[src/rtl/dma_seq_pkg.sv]
package dma_seq_pkg;

    typedef enum logic [3:0] {
        ST_IDLE     = 4'h0,
        ST_RD_CTRL  = 4'h1,
        ST_RD_SRCP  = 4'h2,
        ST_RD_DSTP  = 4'h3,
        ST_RD_DATA  = 4'h4,
        ST_WR_DATA  = 4'h5,
        ST_WAIT_CLR = 4'h6,
        ST_WR_CTRL  = 4'h7,
        ST_STALL    = 4'h8,
        ST_DONE     = 4'h9
    } seq_state_t;

    // width of the word count inside the control word
    localparam int CNT_W = 10;
    // log2 of the bytes per descriptor slot
    localparam int SLOT_LG = 4;
    localparam logic [3:0] OFS_SRCP = 4'h0;
    localparam logic [3:0] OFS_DSTP = 4'h4;
    localparam logic [3:0] OFS_CTRL = 4'h8;

    function automatic logic is_access(seq_state_t s);
        return (s == ST_RD_CTRL) || (s == ST_RD_SRCP) || (s == ST_RD_DSTP) ||
               (s == ST_RD_DATA) || (s == ST_WR_DATA) || (s == ST_WR_CTRL);
    endfunction

endpackage

[src/rtl/dma_seq_arb.sv]
module dma_seq_arb #(
    parameter int NCH = 32,
    parameter int CW  = 5
) (
    input  logic           clk,
    input  logic           rst_n,
    input  logic [NCH-1:0] req,
    output logic           any,
    output logic [CW-1:0]  idx
);
    logic [NCH-1:0] below;
    logic [NCH-1:0] grant;

    generate
        for (genvar g = 0; g < NCH; g++) begin : g_pfx
            if (g == 0) begin : g_first
                assign below[g] = 1'b0;
            end else begin : g_rest
                assign below[g] = below[g-1] | req[g-1];
            end
        end
    endgenerate

    assign grant = req & ~below;
    assign any   = |req;

    always_comb begin
        idx = '0;
        for (int i = 0; i < NCH; i++) begin
            if (grant[i]) idx = CW'(i);
        end
    end


    arb_lowest_chk: assert property (@(posedge clk) disable iff (!rst_n)
        any |-> (req[idx] && ((req & ((NCH'(1) << idx) - NCH'(1))) == '0)));


    arb_onehot_chk: assert property (@(posedge clk) disable iff (!rst_n)
        $onehot0(grant));

endmodule

[src/rtl/dma_seq_tmo.sv]
module dma_seq_tmo #(
    parameter int TW = 16
) (
    input  logic          clk,
    input  logic          rst_n,
    input  logic          active,
    input  logic          ready,
    input  logic [TW-1:0] limit,
    output logic          hit
);
    logic [TW-1:0] cnt_q;

    always_ff @(posedge clk) begin
        if (!rst_n) begin
            cnt_q <= '0;
        end else if (!active || ready) begin
            cnt_q <= '0;
        end else begin
            cnt_q <= cnt_q + TW'(1);
        end
    end

    assign hit = active && !ready &&
                 (({1'b0, cnt_q} + (TW+1)'(1)) >= {1'b0, limit});


    tmo_cnt_chk: assert property (@(posedge clk) disable iff (!rst_n)
        (active && !ready && !hit) |=> (cnt_q == $past(cnt_q) + TW'(1)));

endmodule

[src/rtl/dma_seq_stat.sv]
module dma_seq_stat #(
    parameter int NCH = 32
) (
    input  logic        clk,
    input  logic        rst_n,
    input  logic [3:0]  state_code,
    input  logic        en_flag,
    output logic [31:0] status
);
    always_comb begin
        status = '0;
        if (rst_n) begin
            status[20:16] = 5'(NCH - 1);
            status[7:4]   = state_code;
            status[0]     = en_flag;
        end
    end


    stat_code_chk: assert property (@(posedge clk) disable iff (!rst_n)
        status[7:4] <= 4'h9);

endmodule

[src/rtl/dma_seq_ctrl.sv]
module dma_seq_ctrl
    import dma_seq_pkg::*;
#(
    parameter int NCH = 32,
    parameter int CW  = 5,
    parameter int AW  = 32,
    parameter int DW  = 32
) (
    input  logic           clk,
    input  logic           rst_n,
    input  logic           master_en,
    input  logic [NCH-1:0] chan_req,
    input  logic           stall_clr,
    input  logic [AW-1:0]  desc_base,
    input  logic           arb_any,
    input  logic [CW-1:0]  arb_idx,
    input  logic           tmo_hit,
    input  logic [DW-1:0]  mem_rdata,
    input  logic           mem_ready,
    output logic           mem_req,
    output logic           mem_we,
    output logic [AW-1:0]  mem_addr,
    output logic [DW-1:0]  mem_wdata,
    output logic [NCH-1:0] chan_done,
    output logic [3:0]     state_code,
    output logic           en_flag
);
    seq_state_t st_q, st_d;

    logic                en_q;
    logic [CW-1:0]       ch_q;
    logic [DW-CNT_W-1:0] ctrl_hi_q;
    logic [CNT_W-1:0]    rem_q;
    logic [AW-1:0]       src_q;
    logic [AW-1:0]       dst_q;
    logic [DW-1:0]       data_q;

    logic [AW-1:0]       slot_addr;
    logic [AW-1:0]       word_ofs;

    // state register
    always_ff @(posedge clk) begin
        if (!rst_n) st_q <= ST_IDLE;
        else        st_q <= st_d;
    end

    // next-state logic
    always_comb begin
        st_d = st_q;
        unique case (st_q)
            ST_IDLE:     if (en_q && arb_any) st_d = ST_RD_CTRL;
            ST_RD_CTRL:  if (mem_ready) st_d = ST_RD_SRCP;
                         else if (tmo_hit) st_d = ST_STALL;
            ST_RD_SRCP:  if (mem_ready) st_d = ST_RD_DSTP;
                         else if (tmo_hit) st_d = ST_STALL;
            ST_RD_DSTP:  if (mem_ready) st_d = (rem_q != '0) ? ST_RD_DATA : ST_WAIT_CLR;
                         else if (tmo_hit) st_d = ST_STALL;
            ST_RD_DATA:  if (mem_ready) st_d = ST_WR_DATA;
                         else if (tmo_hit) st_d = ST_STALL;
            ST_WR_DATA:  if (mem_ready) st_d = (rem_q == CNT_W'(1)) ? ST_WAIT_CLR : ST_RD_DATA;
                         else if (tmo_hit) st_d = ST_STALL;
            ST_WAIT_CLR: if (!chan_req[ch_q]) st_d = ST_WR_CTRL;
            ST_WR_CTRL:  if (mem_ready) st_d = ST_DONE;
                         else if (tmo_hit) st_d = ST_STALL;
            ST_STALL:    if (stall_clr) st_d = ST_IDLE;
            ST_DONE:     st_d = ST_IDLE;
            default:     st_d = ST_IDLE;
        endcase
    end

    // channel, descriptor and data holding registers
    always_ff @(posedge clk) begin
        if (!rst_n) begin
            en_q      <= 1'b0;
            ch_q      <= '0;
            ctrl_hi_q <= '0;
            rem_q     <= '0;
            src_q     <= '0;
            dst_q     <= '0;
            data_q    <= '0;
        end else begin
            en_q <= master_en;
            if (st_q == ST_IDLE && en_q && arb_any) ch_q <= arb_idx;
            if (mem_ready) begin
                unique case (st_q)
                    ST_RD_CTRL: begin
                        ctrl_hi_q <= mem_rdata[DW-1:CNT_W];
                        rem_q     <= mem_rdata[CNT_W-1:0];
                    end
                    ST_RD_SRCP: src_q  <= AW'(mem_rdata);
                    ST_RD_DSTP: dst_q  <= AW'(mem_rdata);
                    ST_RD_DATA: data_q <= mem_rdata;
                    ST_WR_DATA: rem_q  <= rem_q - CNT_W'(1);
                    default: ;
                endcase
            end
        end
    end

    assign slot_addr = desc_base + (AW'(ch_q) << SLOT_LG);
    assign word_ofs  = AW'(rem_q - CNT_W'(1)) << 2;

    // outputs
    always_comb begin
        mem_req   = is_access(st_q);
        mem_we    = 1'b0;
        mem_addr  = '0;
        mem_wdata = '0;
        chan_done = '0;
        unique case (st_q)
            ST_RD_CTRL: mem_addr = slot_addr + AW'(OFS_CTRL);
            ST_RD_SRCP: mem_addr = slot_addr + AW'(OFS_SRCP);
            ST_RD_DSTP: mem_addr = slot_addr + AW'(OFS_DSTP);
            ST_RD_DATA: mem_addr = src_q - word_ofs;
            ST_WR_DATA: begin
                mem_we    = 1'b1;
                mem_addr  = dst_q - word_ofs;
                mem_wdata = data_q;
            end
            ST_WR_CTRL: begin
                mem_we    = 1'b1;
                mem_addr  = slot_addr + AW'(OFS_CTRL);
                mem_wdata = {ctrl_hi_q, CNT_W'(0)};
            end
            ST_DONE:    chan_done = NCH'(1) << ch_q;
            default: ;
        endcase
    end

    assign state_code = st_q;
    assign en_flag    = en_q;


    idle_hold_chk: assert property (@(posedge clk) disable iff (!rst_n)
        (st_q == ST_IDLE && !en_q) |=> (st_q == ST_IDLE));


    data_alt_chk: assert property (@(posedge clk) disable iff (!rst_n)
        (st_q == ST_RD_DATA && mem_ready) |=> (st_q == ST_WR_DATA));


    wait_req_chk: assert property (@(posedge clk) disable iff (!rst_n)
        (st_q == ST_WAIT_CLR && chan_req[ch_q]) |=> (st_q == ST_WAIT_CLR));


    done_once_chk: assert property (@(posedge clk) disable iff (!rst_n)
        (st_q == ST_DONE) |=> (st_q == ST_IDLE));


    done_onehot_chk: assert property (@(posedge clk) disable iff (!rst_n)
        $onehot0(chan_done));


    stall_entry_chk: assert property (@(posedge clk) disable iff (!rst_n)
        (mem_req && !mem_ready && tmo_hit) |=> (st_q == ST_STALL));


    stall_hold_chk: assert property (@(posedge clk) disable iff (!rst_n)
        (st_q == ST_STALL && !stall_clr) |=> (st_q == ST_STALL && !mem_req));

endmodule

[src/rtl/dma_xfer_seq.sv]
module dma_xfer_seq #(
    parameter int NCH = 32,
    parameter int AW  = 32,
    parameter int DW  = 32,
    parameter int TW  = 16
) (
    input  logic           clk,
    input  logic           rst_n,
    input  logic           master_en,
    input  logic [NCH-1:0] chan_req,
    input  logic [AW-1:0]  desc_base,
    input  logic [TW-1:0]  tmo_limit,
    input  logic           stall_clr,
    output logic           mem_req,
    output logic           mem_we,
    output logic [AW-1:0]  mem_addr,
    output logic [DW-1:0]  mem_wdata,
    input  logic [DW-1:0]  mem_rdata,
    input  logic           mem_ready,
    output logic [NCH-1:0] chan_done,
    output logic [31:0]    status
);
    localparam int CW = (NCH > 1) ? $clog2(NCH) : 1;

    logic          arb_any;
    logic [CW-1:0] arb_idx;
    logic          tmo_hit;
    logic [3:0]    state_code;
    logic          en_flag;

    dma_seq_arb #(.NCH(NCH), .CW(CW)) arb_i (
        .clk   (clk),
        .rst_n (rst_n),
        .req   (chan_req),
        .any   (arb_any),
        .idx   (arb_idx)
    );

    dma_seq_tmo #(.TW(TW)) tmo_i (
        .clk    (clk),
        .rst_n  (rst_n),
        .active (mem_req),
        .ready  (mem_ready),
        .limit  (tmo_limit),
        .hit    (tmo_hit)
    );

    dma_seq_ctrl #(.NCH(NCH), .CW(CW), .AW(AW), .DW(DW)) ctrl_i (
        .clk        (clk),
        .rst_n      (rst_n),
        .master_en  (master_en),
        .chan_req   (chan_req),
        .stall_clr  (stall_clr),
        .desc_base  (desc_base),
        .arb_any    (arb_any),
        .arb_idx    (arb_idx),
        .tmo_hit    (tmo_hit),
        .mem_rdata  (mem_rdata),
        .mem_ready  (mem_ready),
        .mem_req    (mem_req),
        .mem_we     (mem_we),
        .mem_addr   (mem_addr),
        .mem_wdata  (mem_wdata),
        .chan_done  (chan_done),
        .state_code (state_code),
        .en_flag    (en_flag)
    );

    dma_seq_stat #(.NCH(NCH)) stat_i (
        .clk        (clk),
        .rst_n      (rst_n),
        .state_code (state_code),
        .en_flag    (en_flag),
        .status     (status)
    );

endmodule

[config.mk]
export PLATFORM = sky130hd
export DESIGN_NAME = dma_xfer_seq
export DESIGN_NICKNAME = d
export VERILOG_FILES = /design/src/rtl/dma_seq_pkg.sv /design/src/rtl/dma_seq_arb.sv /design/src/rtl/dma_seq_tmo.sv /design/src/rtl/dma_seq_stat.sv /design/src/rtl/dma_seq_ctrl.sv /design/src/rtl/dma_xfer_seq.sv
export SDC_FILE = /design/constraint.sdc
export NUM_CORES = 1
export LEC_CHECK = 0
export ABC_AREA = 1
export CAP_MARGIN = 15
export CELL_PAD_IN_SITES_DETAIL_PLACEMENT = 1
export CELL_PAD_IN_SITES_GLOBAL_PLACEMENT = 1
export CORE_MARGIN = 5
export CORE_UTILIZATION = 25
export DETAILED_ROUTE_END_ITERATION = 10
export GPL_ROUTABILITY_DRIVEN = 0
export HOLD_SLACK_MARGIN = 0.05
export PLACE_DENSITY_LB_ADDON = 0.1
export RECOVER_POWER = 25
export SLEW_MARGIN = 20
export SYNTH_ARGS = -nofsm -noshare
export SYNTH_HDL_FRONTEND = slang
export SYNTH_SLANG_ARGS = --single-unit
[constraint.sdc]
create_clock -name clk -period 4.2 [get_ports clk]
set_input_delay 0.84 -clock clk [delete_from_list [all_inputs] [get_ports clk]]
set_output_delay 0.84 -clock clk [all_outputs]
set_load 0.01 [all_outputs]
==> impl_metrics.yaml <==
cts:
  clock_tree.buffer_depth: 2
  clk_latency_ns: 0.45
  cts_tree: "done"
  clockRootBuffer: "clkbuf_16"
  path_clk_slew_ns: 0.07
  cts-buffers-inserted: 17
  clock-sinks: 154
  cts_max_level: 4
final_layout:
  layout-drive-gt1-share_pct: 28.41
  final_cell_mix: "nand2_1 (370), buf_4 (321), inv_1 (274)"
  stdcell_count: 3305
  area_growth_pct: 60.00
  antenna_cells: 0
  layout.cells.most_common: "nand2_1"
  final_util_pct: 40.41
  design_area_sq_mm: 0.02027
  finish.net_count: 2795
sta:
  fin_tns_setup_ns: -0.07776
  hold_viol: 0
  fmax_mhz: 235.5
  min_period_over_period_pct: 101.1
  period_needed_ns: 4.246
  relSlewSlack_pct: -72.41
  slew_violations: 126
  rsz0062_at_grt: "yes"
  worst_slack_ns: -0.04604
  fin_skew_ns: 0.01750
  setup_viol: 4
  tightest_slew_ns: 2.586
synthesis:
  synth-main-ff-cell: "dfxtp_1"
  synth_area_sq_mm: 0.01267
  syn_area_per_cell_sq_um: 6.022
  ys_warn_count: 0
  synth.distinct_cells: 57
  synth_edf_count: 0
  syn-instance-count: 2104
  synth_area_leaders: "dfxtp_1 (24%), nand2_1 (13%), inv_1 (8.5%), a21oi_1 (7.8%), o21ai_0 (7.4%)"
  synthArstFlopShare_pct: 0
  synth.largest_area_cell: "dfxtp_1"
  synth_seq_area_share_pct: 24.33
  yosys.area.top_type_share_pct: 24.33
  synth-seq-cells: 154
route:
  firstDrtPassIters: 5
  vias: 15952
  wirelength_um: 58380
  wire_per_inst_um: 17.66
  vias_per_cell: 4.827
  drtAntennaViolNets: 0
  dr.first_iter.drc_count: 645
  post-route-drc-count: 0
critical_path:
  critical_path.top_delay_family: "simple AND/OR/NAND/NOR gates"
  rr_worst_depth: 21
  max_stage_delay_ns: 0.32
  cp-end-kind: "primary output"
  worstReg2RegStart: "tmo_i.cnt_q[0]"
  worstPathRequired_ns: 3.36
  slowest_stage: "dfxtp_2"
  setup.worst_path.class: "register to primary output"
  critPathArrivalTime_ns: 3.41
  cp.buffers_inverters: 5
  rrSetupSlack_ns: 0.71
  cp.depth: 17
  crit_top_cell: "nand2_1"
  worstPathCellList: "or2_4 -> inv_2 -> nand3b_1 -> nor2_2 -> nand2_2 -> buf_12 -> bufbuf_16 -> ha_4 -> buf_4 -> nand2_1 -> nor2_1 -> nand3_2 -> nand4_1 -> a21oi_1 -> o21ai_1 -> nand2_1 -> buf_2"
  crit_path_start_kind: "register"
  cp_max_fo: 7
  rr_endpoint: "ctrl_i.state_code[3]"
global_routing:
  grt_pass1_wl_um: 89960
  grt-busiest-layer: "met2"
  antenna_found_initial: 1
  grt_pass1_vias: 16540
  grt_use_met3_pct: 2.624
  met2_usage_pct: 33.59
  use_met1_pct: 27.09
  grt_usage_pct: 19.81
  grt_max_degree: 79
  overflow: 0
place:
  dp_hpwl_um: 45660
  placed_cells_incl_taps: 3226
  portBuffers: 224
  dpl-instance-area_sq_mm: 0.01763
worst_hold_path:
  worstHoldStart: "ctrl_i.src_q[24]"
  min_path_type: "register to register"
  min_path_cells: 2
  min_to: "ctrl_i.src_q[24]"
floorplan:
  chipWidth_um: 235.1
  start_util_pct: 25.25
  core_sq_mm: 0.05017
  io_pins: 247
  rows: 82
  die_h_um: 235.1
  die_area_sq_mm: 0.05528
outcome:
  violations: "capacitance limit, slew limit, setup timing"
  status: "finished, violations left"
pwr:
  p_per_area_mw_per_mm2: 448.5
  leakage_uw: 0.008640
  ir_drop_v: 0.0002743
run:
  maxCapViolCount: 2
[layer usage]
| metal | vias to the layer above | share of wire, % |
|---|---|---|
| met3 | 51 | 3.0 |
| li1 | 7956 | - |
| met5 | - | 0 |
| met4 | 0 | 1.5 |
| met1 | 7703 | 48 |
| met2 | 242 | 48 |
[state kept, by name, indices dropped and copies added (netlist names)]
name / count
ctrl_i.data_q: 32
ctrl_i.dst_q: 32
ctrl_i.src_q: 32
ctrl_i.ctrl_hi_q: 22
tmo_i.cnt_q: 16
ctrl_i.rem_q: 10
ctrl_i.ch_q: 5
ctrl_i.state_code: 4
ctrl_i.en_flag: 1
[cells in the mapped netlist (all sizes together), types with 26 or more instances]
cell type and count:
nor2 258, dfxtp 154, ha 55, nand3 174, nor3 33, nand4 38, o21ai 193, inv 296
buf 37, nand2 453, a21oi 197, o22ai 26, clkbuf 58
[tightest hold or removal path: cells and delay by family (launching register included)]
family / cells / cell delay [ns]
AOI/OAI and AO/OA: 1 / 0.05
DFF: 1 / 0.30
buffers and inverters: 1 / 0.06
[metrics by stage]
step / hold slack (ns) / setup WS, ns / power [uW]
after floorplan: 0.4245 / 0.4195 / 3564
after global placement: 0.4348 / -0.7776 / 5842
after detailed placement: 0.4434 / -0.8230 / 5902
after CTS: 0.4535 / -0.1872 / 8568
after global routing: 0.4721 / -0.2065 / 9652
final: 0.4515 / -0.04604 / 9092
[cell families (layout without fill, tap and decap cells)]
logic type | Yosys count | after routing | share of synthesized area (%)
compound gates | 488 | 488 | 21.22
xor+xnor | 24 | 24 | 1.659
fa+ha+maj | 57 | 57 | 5.748
buf+inv | 395 | 903 | 12.58
flops | 154 | 154 | 24.33
other cells | 1 | 22 | 0.02960
simple gates | 985 | 985 | 34.43
[area by class of cell]
class | instances | area (sq um)
Inverter | 300 | 1132
Clock buffer | 21 | 470.5
Sequential cell | 154 | 3092
Multi-Input combinational cell | 1576 | 9629
Fill cell | 6336 | 29900
Tap cell | 672 | 840.8
Clock inverter | 10 | 130.1
Timing Repair Buffer | 572 | 4977
[how the worst max path moves through the flow]
stage / startpoint / endpoint / slack [ns]
2_1_floorplan: ctrl_i.state_code[1] / mem_addr[18] / 0.42
3_3_place_gp: desc_base[4] / mem_addr[12] / -0.78
3_5_place_dp: desc_base[4] / mem_addr[14] / -0.82
4_1_cts: ctrl_i.rem_q[4] / mem_addr[24] / -0.19
5_1_grt: ctrl_i.rem_q[7] / mem_addr[31] / -0.21
6_report: ctrl_i.rem_q[7] / mem_addr[29] / -0.05
[power breakdown]
| group | internal, uW | switching, uW | total (uW) | leakage (uW) |
|---|---|---|---|---|
| combinational | 2750 | 3120 | 5870 | 0.00710 |
| clock | 931 | 665 | 1600 | 0.000289 |
| sequential | 1580 | 50.5 | 1630 | 0.00125 |
| total | 5260 | 3830 | 9090 | 0.00864 |
[what timing repair did]
| action | 4_1_cts | 5_1_grt |
|---|---|---|
| gates cloned | 2 | 4 |
| setup endpoints to repair | 28 | 27 |
| hold buffers | 0 | 0 |
| pin swaps | 71 | 90 |
| setup buffers | 31 | 19 |
| gates resized for setup | 338 | 194 |
No activity file was read; power rests on OpenSTA's default activity.
